<file path="src/rtl/hbi_pkg.sv">
package hbi_pkg;

    typedef enum logic [2:0] {
        PH_IDLE = 3'd0,
        PH_C1   = 3'd1,
        PH_C2   = 3'd2,
        PH_C3   = 3'd3,
        PH_C4   = 3'd4,
        PH_HOLD = 3'd5
    } phase_t;

endpackage

</file>
<file path="src/rtl/hbi_seq.sv">
module hbi_seq
    import hbi_pkg::*;
(
    input  logic   clk,
    input  logic   rst_n,
    input  logic   cs_n,
    input  logic   burst_mode,
    output phase_t phase,
    output logic   burst_lat,
    output logic   load
);

    phase_t phase_nx;

    always_ff @(posedge clk or negedge rst_n) begin
        if (!rst_n) begin
            phase <= PH_IDLE;
        end else begin
            phase <= phase_nx;
        end
    end

    // mode register: follows the input only while idle
    always_ff @(posedge clk or negedge rst_n) begin
        if (!rst_n) begin
            burst_lat <= 1'b0;
        end else if (phase == PH_IDLE) begin
            burst_lat <= burst_mode;
        end
    end

    always_comb begin
        phase_nx = phase;
        if (cs_n) begin
            phase_nx = PH_IDLE;                       // ABORT / release
        end else begin
            unique case (phase)
                PH_IDLE: phase_nx = PH_C1;            // START
                PH_C1:   phase_nx = PH_C2;            // STEP
                PH_C2:   phase_nx = PH_C3;            // STEP
                PH_C3:   phase_nx = PH_C4;            // STEP
                PH_C4:   phase_nx = burst_lat ? PH_C1 : PH_HOLD; // REPEAT / PARK
                PH_HOLD: phase_nx = PH_HOLD;
                default: phase_nx = PH_IDLE;
            endcase
        end
    end

    assign load = (phase_nx == PH_C1);

    a_r1_c1_to_c2: assert property (@(posedge clk) disable iff (!rst_n)
        (phase == PH_C1 && !cs_n) |=> phase == PH_C2);
    a_r1_c2_to_c3: assert property (@(posedge clk) disable iff (!rst_n)
        (phase == PH_C2 && !cs_n) |=> phase == PH_C3);
    a_r1_c3_to_c4: assert property (@(posedge clk) disable iff (!rst_n)
        (phase == PH_C3 && !cs_n) |=> phase == PH_C4);
    a_r8_release_idle: assert property (@(posedge clk) disable iff (!rst_n)
        cs_n |=> phase == PH_IDLE);
    a_r6_single_park: assert property (@(posedge clk) disable iff (!rst_n)
        (phase == PH_C4 && !cs_n && !burst_lat) |=> phase == PH_HOLD);
    a_r7_burst_repeat: assert property (@(posedge clk) disable iff (!rst_n)
        (phase == PH_C4 && !cs_n && burst_lat) |=> phase == PH_C1);
    a_r9_mode_frozen: assert property (@(posedge clk) disable iff (!rst_n)
        (phase != PH_IDLE) |=> $stable(burst_lat));

endmodule

</file>
<file path="src/rtl/hbi_capture.sv">
module hbi_capture
    import hbi_pkg::*;
#(
    parameter int   ADDR_W          = 8,
    parameter int   DATA_W          = 8,
    parameter logic DATA_REGION_MSB = 1'b0,
    localparam int  REG_AW          = ADDR_W - 1
) (
    input  logic              clk,
    input  logic              rst_n,
    input  phase_t            phase,
    input  logic              load,
    input  logic              rw,
    input  logic [ADDR_W-1:0] addr,
    input  logic [DATA_W-1:0] wdata,
    output logic              rw_lat,
    output logic [REG_AW-1:0] reg_addr,
    output logic [DATA_W-1:0] reg_wdata,
    output logic              is_ctrl
);

    logic              msb_lat;

    always_ff @(posedge clk or negedge rst_n) begin
        if (!rst_n) begin
            rw_lat    <= 1'b0;
            msb_lat   <= 1'b0;
            reg_addr  <= '0;
            reg_wdata <= '0;
        end else if (load) begin
            rw_lat    <= rw;
            msb_lat   <= addr[ADDR_W-1];
            reg_addr  <= addr[REG_AW-1:0];
            reg_wdata <= wdata;
        end
    end

    generate
        if (DATA_REGION_MSB) begin : g_data_high
            assign is_ctrl = ~msb_lat;
        end else begin : g_data_low
            assign is_ctrl = msb_lat;
        end
    endgenerate

    a_r3_fields_held: assert property (@(posedge clk) disable iff (!rst_n)
        (phase == PH_C2 || phase == PH_C3 || phase == PH_C4)
            |-> $stable({rw_lat, msb_lat, reg_addr, reg_wdata}));

endmodule

</file>
<file path="src/rtl/hbi_rdreg.sv">
module hbi_rdreg #(
    parameter int DATA_W = 8
) (
    input  logic              clk,
    input  logic              rst_n,
    input  logic              cap,
    input  logic              is_ctrl,
    input  logic [DATA_W-1:0] data_rdata,
    input  logic [DATA_W-1:0] ctrl_rdata,
    output logic [DATA_W-1:0] host_rdata
);

    logic [DATA_W-1:0] sel;

    always_comb begin
        sel = is_ctrl ? ctrl_rdata : data_rdata;
    end

    always_ff @(posedge clk or negedge rst_n) begin
        if (!rst_n) begin
            host_rdata <= '0;
        end else if (cap) begin
            host_rdata <= sel;
        end
    end

    a_r4_rdata_held: assert property (@(posedge clk) disable iff (!rst_n)
        !cap |=> $stable(host_rdata));

endmodule

</file>
<file path="src/rtl/hbi_top.sv">
module hbi_top
    import hbi_pkg::*;
#(
    parameter int   ADDR_W          = 8,
    parameter int   DATA_W          = 8,
    parameter logic DATA_REGION_MSB = 1'b0,
    localparam int  REG_AW          = ADDR_W - 1
) (
    input  logic              clk,
    input  logic              rst_n,
    input  logic              cs_n,
    input  logic              rw,
    input  logic              burst_mode,
    input  logic [ADDR_W-1:0] addr,
    input  logic [DATA_W-1:0] wdata,
    input  logic [DATA_W-1:0] data_rdata,
    input  logic [DATA_W-1:0] ctrl_rdata,
    output logic              dack_n,
    output logic [REG_AW-1:0] reg_addr,
    output logic [DATA_W-1:0] reg_wdata,
    output logic              data_wr,
    output logic              data_rd,
    output logic              ctrl_wr,
    output logic              ctrl_rd,
    output logic [DATA_W-1:0] host_rdata
);

    phase_t phase;
    logic   burst_lat;
    logic   load;
    logic   rw_lat;
    logic   is_ctrl;
    logic   live_c3;
    logic   rd_cap;

    hbi_seq u_seq (
        .clk        (clk),
        .rst_n      (rst_n),
        .cs_n       (cs_n),
        .burst_mode (burst_mode),
        .phase      (phase),
        .burst_lat  (burst_lat),
        .load       (load)
    );

    hbi_capture #(
        .ADDR_W          (ADDR_W),
        .DATA_W          (DATA_W),
        .DATA_REGION_MSB (DATA_REGION_MSB)
    ) u_cap (
        .clk       (clk),
        .rst_n     (rst_n),
        .phase     (phase),
        .load      (load),
        .rw        (rw),
        .addr      (addr),
        .wdata     (wdata),
        .rw_lat    (rw_lat),
        .reg_addr  (reg_addr),
        .reg_wdata (reg_wdata),
        .is_ctrl   (is_ctrl)
    );

    hbi_rdreg #(
        .DATA_W (DATA_W)
    ) u_rd (
        .clk        (clk),
        .rst_n      (rst_n),
        .cap        (rd_cap),
        .is_ctrl    (is_ctrl),
        .data_rdata (data_rdata),
        .ctrl_rdata (ctrl_rdata),
        .host_rdata (host_rdata)
    );

    // output process: gated by chip select so release acts at once
    always_comb begin
        live_c3 = (phase == PH_C3) && !cs_n;
        dack_n  = !((phase == PH_C4) && !cs_n);
        data_wr = live_c3 && !rw_lat && !is_ctrl;
        ctrl_wr = live_c3 && !rw_lat &&  is_ctrl;
        data_rd = live_c3 &&  rw_lat && !is_ctrl;
        ctrl_rd = live_c3 &&  rw_lat &&  is_ctrl;
        rd_cap  = live_c3 &&  rw_lat;
    end

    a_r5_one_strobe: assert property (@(posedge clk) disable iff (!rst_n)
        $onehot0({data_wr, ctrl_wr, data_rd, ctrl_rd}));
    a_r2_ack_after_c3: assert property (@(posedge clk) disable iff (!rst_n)
        $fell(dack_n) |-> $past(phase) == PH_C3);
    a_r8_no_ack_off_cs: assert property (@(posedge clk) disable iff (!rst_n)
        (phase == PH_IDLE || phase == PH_HOLD) |-> dack_n);

endmodule

</file>
<file path="config.mk">
export PLATFORM = sky130hd
export DESIGN_NAME = hbi_top
export DESIGN_NICKNAME = d
export VERILOG_FILES = /design/src/rtl/hbi_pkg.sv /design/src/rtl/hbi_seq.sv /design/src/rtl/hbi_capture.sv /design/src/rtl/hbi_rdreg.sv /design/src/rtl/hbi_top.sv
export SDC_FILE = /design/constraint.sdc
export NUM_CORES = 1
export LEC_CHECK = 0
export ABC_AREA = 1
export BUFFER_PORTS_ARGS = -buffer_cell sky130_fd_sc_hd__buf_2
export CELL_PAD_IN_SITES_DETAIL_PLACEMENT = 1
export CELL_PAD_IN_SITES_GLOBAL_PLACEMENT = 1
export CORE_MARGIN = 1.5
export CORE_UTILIZATION = 34
export DETAILED_ROUTE_END_ITERATION = 12
export GPL_ROUTABILITY_DRIVEN = 1
export PLACE_DENSITY_LB_ADDON = 0.15
export SLEW_MARGIN = 15
export SYNTH_ARGS = -nofsm -noshare
export SYNTH_HDL_FRONTEND = slang
export SYNTH_HIERARCHICAL = 1
export SYNTH_SLANG_ARGS = --single-unit
</file>
<file path="constraint.sdc">
create_clock -name clk -period 2.9 [get_ports clk]
set_input_delay 0.58 -clock clk [delete_from_list [all_inputs] [get_ports clk]]
set_output_delay 0.58 -clock clk [all_outputs]
set_load 0.005 [all_outputs]
</file>
==> run_results.csv, run 1 <==
group,metric,value,unit
run_status,outcome,"finished clean",
clock_network,cts_tree,"done",
sta,period_needed,1920,ps
detailed_routing,drtPass1Iterations,4,
clock_network,cts-resized-gates,0,
pwr,switchingPower,0.509,mW
floorplan,core_region_area,3970,sq um
pwr,power_density,806,nW/um^2
global_routing,overflow,0,
clock_network,root_buffer,"clkbuf_8",
final_layout,nNetsFinal,282,
floorplan,start_util,0.353,
global_routing,grt_start_max_net_pins,30,
logic_synthesis,synth-seq-cells,29,
logic_synthesis,syn-instance-count,178,
detailed_routing,drc_errors,0,
floorplan,ios,65,
global_routing,grt_pass1_wl,5610,um
clock_network,clk_pin_slew,60,ps
sta,hold_viol_final,0,
logic_synthesis,ys_types,21,
logic_synthesis,synth_seq_area_share,0.518,
sta,maxSlewViolCount,0,
floorplan,rows,23,
pwr,comb_power_share,0.315,
worst_setup_path,critPathMaxFanout,13,
floorplan,die_area,4520,sq um
detailed_routing,vias,1298,
final_layout,fill_cells,535,
place,dp_hpwl,2600,um
sta,rsz0062_at_grt,"no",
place,io_buffers,64,
run,drv_cap,0,
pwr,p_clk_frac,0.220,
floorplan,fp.dieH,67.2,um
final_layout,final_util,0.459,
worst_setup_path,worstPathArrival,1340,ps
final_layout,synthToLayoutAreaGrowth,30.1,%
sta,tightest_slew,658,ps
clock_network,htree_levels,2,
pwr,irDropWorstVdd,305,uV
global_routing,grt_pass1_vias,1258,
worst_setup_path,cp-end-kind,"output pin",
pwr,power.internal,0.960,mW
clock_network,post-cts-setup-buffers,0,
sta,fin_setup_tns,0,ps
worst_setup_path,required,2320,ps
global_routing,antenna_found_initial,0,
global_routing,grt_use_total,0.168,
sta,max_freq,522,MHz
pwr,switching_share,0.347,
clock_network,cts.sinks,29,
logic_synthesis,yosysWarnings,6,
detailed_routing,ant_nets,0,
logic_synthesis,avgSynthCellArea,7.87,sq um
detailed_routing,wire_per_inst,11.6,um
hold_path,hold_path_class,"input port to async pin",
worst_setup_path,path_class,"flip-flop to output pin",
clock_network,numCtsBuffers,5,
sta,max_slew_margin,0.562,
detailed_routing,routed_via_density,4.40,
logic_synthesis,synth_nets,215,
clock_network,hold_buffers,0,
logic_synthesis,syn-cell-area,1400,sq um
pwr,p_leak,1.11,nW
detailed_routing,routed_wl,3430,um
sta,fin_skew,4.32,ps
sta,setup_viol,0,
floorplan,chipWidth,67.2,um
detailed_routing,drt-initial-drc-count,57,
worst_setup_path,start_kind,"flip-flop",
pwr,power,1.47,mW
place,gp_congestion,0.773,
final_layout,insertedDiodeCount,0,
sta,fin_crit_sh,0.661,
clock_network,clockBufferDepth,2,
pwr,power_frac_seq,0.465,
clock_network,clk_latency,270,ps
final_layout,drive_above_1_share,0.376,
==> cells in the mapped netlist (all sizes together) <==
master,number,share of area
nor3,1,0.0071
nand3b,1,0.0054
buf,4,0.032
a21oi,2,0.0071
nand2,89,0.25
o21ai,2,0.0071
nor2,10,0.029
and2,1,0.0045
xnor2,1,0.0063
inv,26,0.079
nand3,11,0.043
dfrtp,29,0.52
clkbuf,1,0.0098
==> cell families after synthesis <==
family                 share of synthesized area
flip-flops                                 0.518
XOR/XNOR                                 0.00625
AND/OR/NAND/NOR                            0.341
buffers and inverters                      0.121
AO/OA/AOI/OAI                             0.0143
==> cell usage in the layout (no fill, tap or decap), types with 2 or more instances in the layout <==
master	n
o21ai_0	2
buf_2	64
inv_1	17
dfrtp_1	29
nand2_2	8
inv_2	7
nand2_1	81
nand3_1	10
nor2_1	9
clkbuf_8	6
==> worst paths after layout <==
check / cells past startpoint / slack [ps] / startpoint / to
min in group clk: 2 / 460 / u_cap/reg_addr[6] / u_cap/reg_addr[6]
setup reg to reg: 7 / 1300 / u_seq/phase[2] / u_cap/reg_addr[2]
hold / removal: 1 / 340 / rst_n / u_cap/reg_addr[2]
max in group asynchronous: 1 / 2140 / rst_n / u_cap/reg_addr[4]
hold reg to reg: 2 / 460 / u_cap/reg_addr[6] / u_cap/reg_addr[6]
setup / recovery: 3 / 980 / u_cap/is_ctrl / ctrl_wr
==> flip-flops by register name (all words and copies together), names as in the netlist <==
signal / flops
u_cap/is_ctrl: 1
u_cap/reg_wdata: 8
u_seq/phase: 3
u_seq/burst_lat: 1
u_rd/host_rdata: 8
u_cap/reg_addr: 7
u_cap/rw_lat: 1
==> cell type report <==
type	count	area [sq um]	share of cell area
Timing Repair Buffer	65	328	0.180
Tap cell	50	62.6	0.0343
Multi-Input combinational cell	118	510	0.280
Clock buffer	7	86.3	0.0474
Inverter	26	110	0.0604
Sequential cell	29	726	0.398
==> power by group through the flow <==
stage                     logic, mW  clock network, mW  registers (mW)
final                         0.462              0.324           0.683
after global routing          0.537              0.352           0.709
after CTS                     0.476              0.339           0.686
after detailed placement      0.475                  0           0.691
after global placement        0.459                  0           0.685
after floorplan               0.275                  0           0.674
==> layer usage <==
layer / global-route usage / vias to the layer above / part of all wire
met4: 0.0612 / 0 / 0.011
met1: 0.218 / 598 / 0.45
met5: 0 / - / 0
met2: 0.265 / 37 / 0.48
met3: 0.0533 / 4 / 0.057
li1: - / 659 / -
==> stage by stage <==
stage	hold slack [ps]	area [sq um]	std cells	setup slack [ps]
after floorplan	284	1400	178	1440
after global placement	450	1740	288	1150
after detailed placement	459	1740	288	1090
after CTS	351	1820	295	960
after global routing	386	1820	295	837
final	337	1820	295	984
==> worst max-delay path: stages (launching register included) <==
cell and delay, ps:
dfrtp_1 710, inv_1 120, nor2_1 120, buf_2 120
Note: power is estimated with default switching activity, not from simulation.
==> inputs of run 2 (changes only) <==
--- a/config.mk
+++ b/config.mk
@@ -10,7 +10,7 @@
 export CELL_PAD_IN_SITES_DETAIL_PLACEMENT = 1
 export CELL_PAD_IN_SITES_GLOBAL_PLACEMENT = 1
 export CORE_MARGIN = 1.5
-export CORE_UTILIZATION = 34
+export CORE_UTILIZATION = 29
 export DETAILED_ROUTE_END_ITERATION = 12
 export GPL_ROUTABILITY_DRIVEN = 1
 export PLACE_DENSITY_LB_ADDON = 0.15
==> constraint.sdc (replaced) <==
create_clock -name clk -period 1.61 [get_ports clk]
set_input_delay 0.322 -clock clk [delete_from_list [all_inputs] [get_ports clk]]
set_output_delay 0.322 -clock clk [all_outputs]
set_load 0.005 [all_outputs]
==> run 2 against run 1 <==
Effect of this change:
- die area rose by 16%
- setup slack worse by 860 ps
- clock power grew 75%
- cell area increased by 2.2%
- total power up 81%
- via count barely moved
- global-route usage decreased by 2.2 points
- worst hold slack got worse by 250 ps
- sequential power is 74% higher
- routed wire length is 1.6% higher
- non-clock buffer count rose by 3
- combinational power grew 96%
- critical endpoint unchanged
- largest power group unchanged
- highest routed layer unchanged
==> run_results.csv, run 2 (same netlist as run 1, synthesis figures left out) <==
group,metric,value,unit
run_status,outcome,"finished clean",
worst_setup_path,r2r_start,"u_seq/phase[2]",
pwr,power_frac_seq,0.447,
run,drv_cap,0,
final_layout,final_cell_mix,"nand2_1 (81), buf_2 (64), dfrtp_1 (26)",
final_layout,top_regs,"u_cap/reg_wdata (8), u_rd/host_rdata (8), u_cap/reg_addr (7)",
worst_setup_path,crit_chain,"nor2_2, nand3_1, nor2_1, buf_2",
worst_setup_path,start_kind,"flip-flop",
final_layout,nNetsFinal,285,
detailed_routing,wire_per_inst,11.5,um
worst_setup_path,path_class,"flip-flop to output pin",
floorplan,core_region_area,4690,sq um
global_routing,grt_pass1_vias,1280,
final_layout,fill_cells,613,
worst_setup_path,worstPathArrival,1170,ps
sta,period_needed,1490,ps
detailed_routing,vias,1297,
hold_path,hold_path_class,"input port to async pin",
sta,max_slew_margin,0.548,
pwr,p_leak,1.13,nW
worst_setup_path,r2r_setup_slack,170,ps
place,place_ws,192,ps
sta,maxSlewViolCount,0,
pwr,switchingPower,0.934,mW
clock_network,cts_tree,"done",
worst_setup_path,critPathMaxFanout,4,
detailed_routing,routed_wl,3480,um
worst_setup_path,cp-end-kind,"output pin",
detailed_routing,ant_nets,0,
sta,rsz0062_at_grt,"no",
sta,worst_slack,119,ps
clock_network,cts.sinks,29,
place,io_buffers,64,
floorplan,chipWidth,72.5,um
pwr,power_density,1430,nW/um^2
floorplan,fp.dieH,72.5,um
pwr,power.internal,1.73,mW
worst_setup_path,crit_family,"flip-flops",
floorplan,ios,65,
pwr,p_clk_frac,0.213,
worst_setup_path,slowest_delay,430,ps
worst_setup_path,cpMaxStageDelayCell,"dfrtp_2",
floorplan,rows,25,
clock_network,clk_latency,270,ps
sta,hold_viol_final,0,
clock_network,hold_buffers,0,
sta,fin_setup_tns,0,ps
floorplan,start_util,0.299,
detailed_routing,drc_errors,0,
clock_network,root_buffer,"clkbuf_8",
detailed_routing,drt-initial-drc-count,69,
global_routing,grt_use_total,0.147,
clock_network,htree_levels,2,
clock_network,numCtsBuffers,5,
floorplan,die_area,5260,sq um
sta,setup_viol,0,
sta,max_freq,671,MHz
global_routing,overflow,0,
final_layout,insertedDiodeCount,0,
final_layout,drive_above_1_share,0.398,
worst_setup_path,required,1290,ps
pwr,irDropWorstVdd,500,uV
pwr,switching_share,0.351,
worst_setup_path,startpoint,"u_seq/phase[2]",
final_layout,layout.cells.most_common,"nand2_1",
global_routing,grt_pass1_wl,5890,um
place,gp_congestion,0.728,
sta,holdWs,86.4,ps
sta,fin_crit_sh,0.926,
final_layout,synthToLayoutAreaGrowth,32.9,%
sta,fin_skew,4.27,ps
clock_network,clk_pin_slew,60,ps
pwr,comb_power_share,0.340,
place,dp_hpwl,2550,um
detailed_routing,routed_via_density,4.28,
worst_setup_path,reg2regPathDepth,9,
sta,tightest_slew,678,ps
global_routing,antenna_found_initial,0,
worst_setup_path,critical_path_depth,4,
global_routing,grt_start_max_net_pins,30,
detailed_routing,drtPass1Iterations,4,
clock_network,clockBufferDepth,2,
worst_setup_path,worst-path-buf-inv,1,
-- run 2: cell types whose count changed in the layout (fill, tap and decap cells not counted) --
| cell | delta |
|---|---|
| dfrtp_1 | -3 |
| dfrtp_2 | +3 |
| buf_4 | +2 |
| clkinv_2 | +2 |
| buf_12 | +1 |
| clkbuf_8 | -1 |
-- run 2: worst paths after layout --
kind | end
worst max-delay path | ctrl_wr
worst min-delay path | u_rd/host_rdata[4]
worst max register to register | u_cap/reg_wdata[6]
worst min register to register | u_cap/reg_wdata[7]
max in group asynchronous | u_seq/phase[1]
min in group clk | u_cap/reg_addr[4]
-- run 2: layer usage --
layer / vias up / share of wire / global-route usage
li1: 664 / - / -
met3: 4 / 0.069 / 0.0444
met5: - / 0 / 0
met4: 0 / 0.013 / 0.0629
met2: 37 / 0.46 / 0.238
met1: 592 / 0.46 / 0.181
-- run 2: timing repair --
item                                   in CTS  in global routing
endpoints found under the hold margin       0                  0
setup endpoints to repair                   0                  4
gates resized for setup                     0                  3
setup buffers                               0                  2
-- run 2: final cells by class --
cell class | instances | area [sq um] | area share
clock buffer | 6 | 72.6 | 0.0390
clock inverter | 2 | 10.0 | 0.00537
inverter | 26 | 110 | 0.0591
multi-input combinational | 118 | 510 | 0.274
sequential | 29 | 729 | 0.392
tap | 54 | 67.6 | 0.0363
timing repair buffer | 68 | 363 | 0.195
-- run 2: stage by stage --
| stage | cell area (sq um) | util | power, mW | cells |
|---|---|---|---|---|
| after floorplan | 1400 | - | 1.71 | 178 |
| after global placement | 1760 | 0.375 | 2.10 | 293 |
| after detailed placement | 1760 | 0.375 | 2.12 | 293 |
| after CTS | 1840 | 0.393 | 2.72 | 301 |
| after global routing | 1860 | 0.397 | 2.91 | 303 |
| final | 1860 | 0.397 | 2.66 | 303 |
-- run 2: power by group through the flow --
stage	sequential, mW	combinational (mW)	clock [mW]
after CTS	1.20	0.916	0.602
after floorplan	1.21	0.495	0
after global routing	1.24	1.05	0.625
after global placement	1.21	0.889	0
final	1.19	0.904	0.567
after detailed placement	1.21	0.914	0
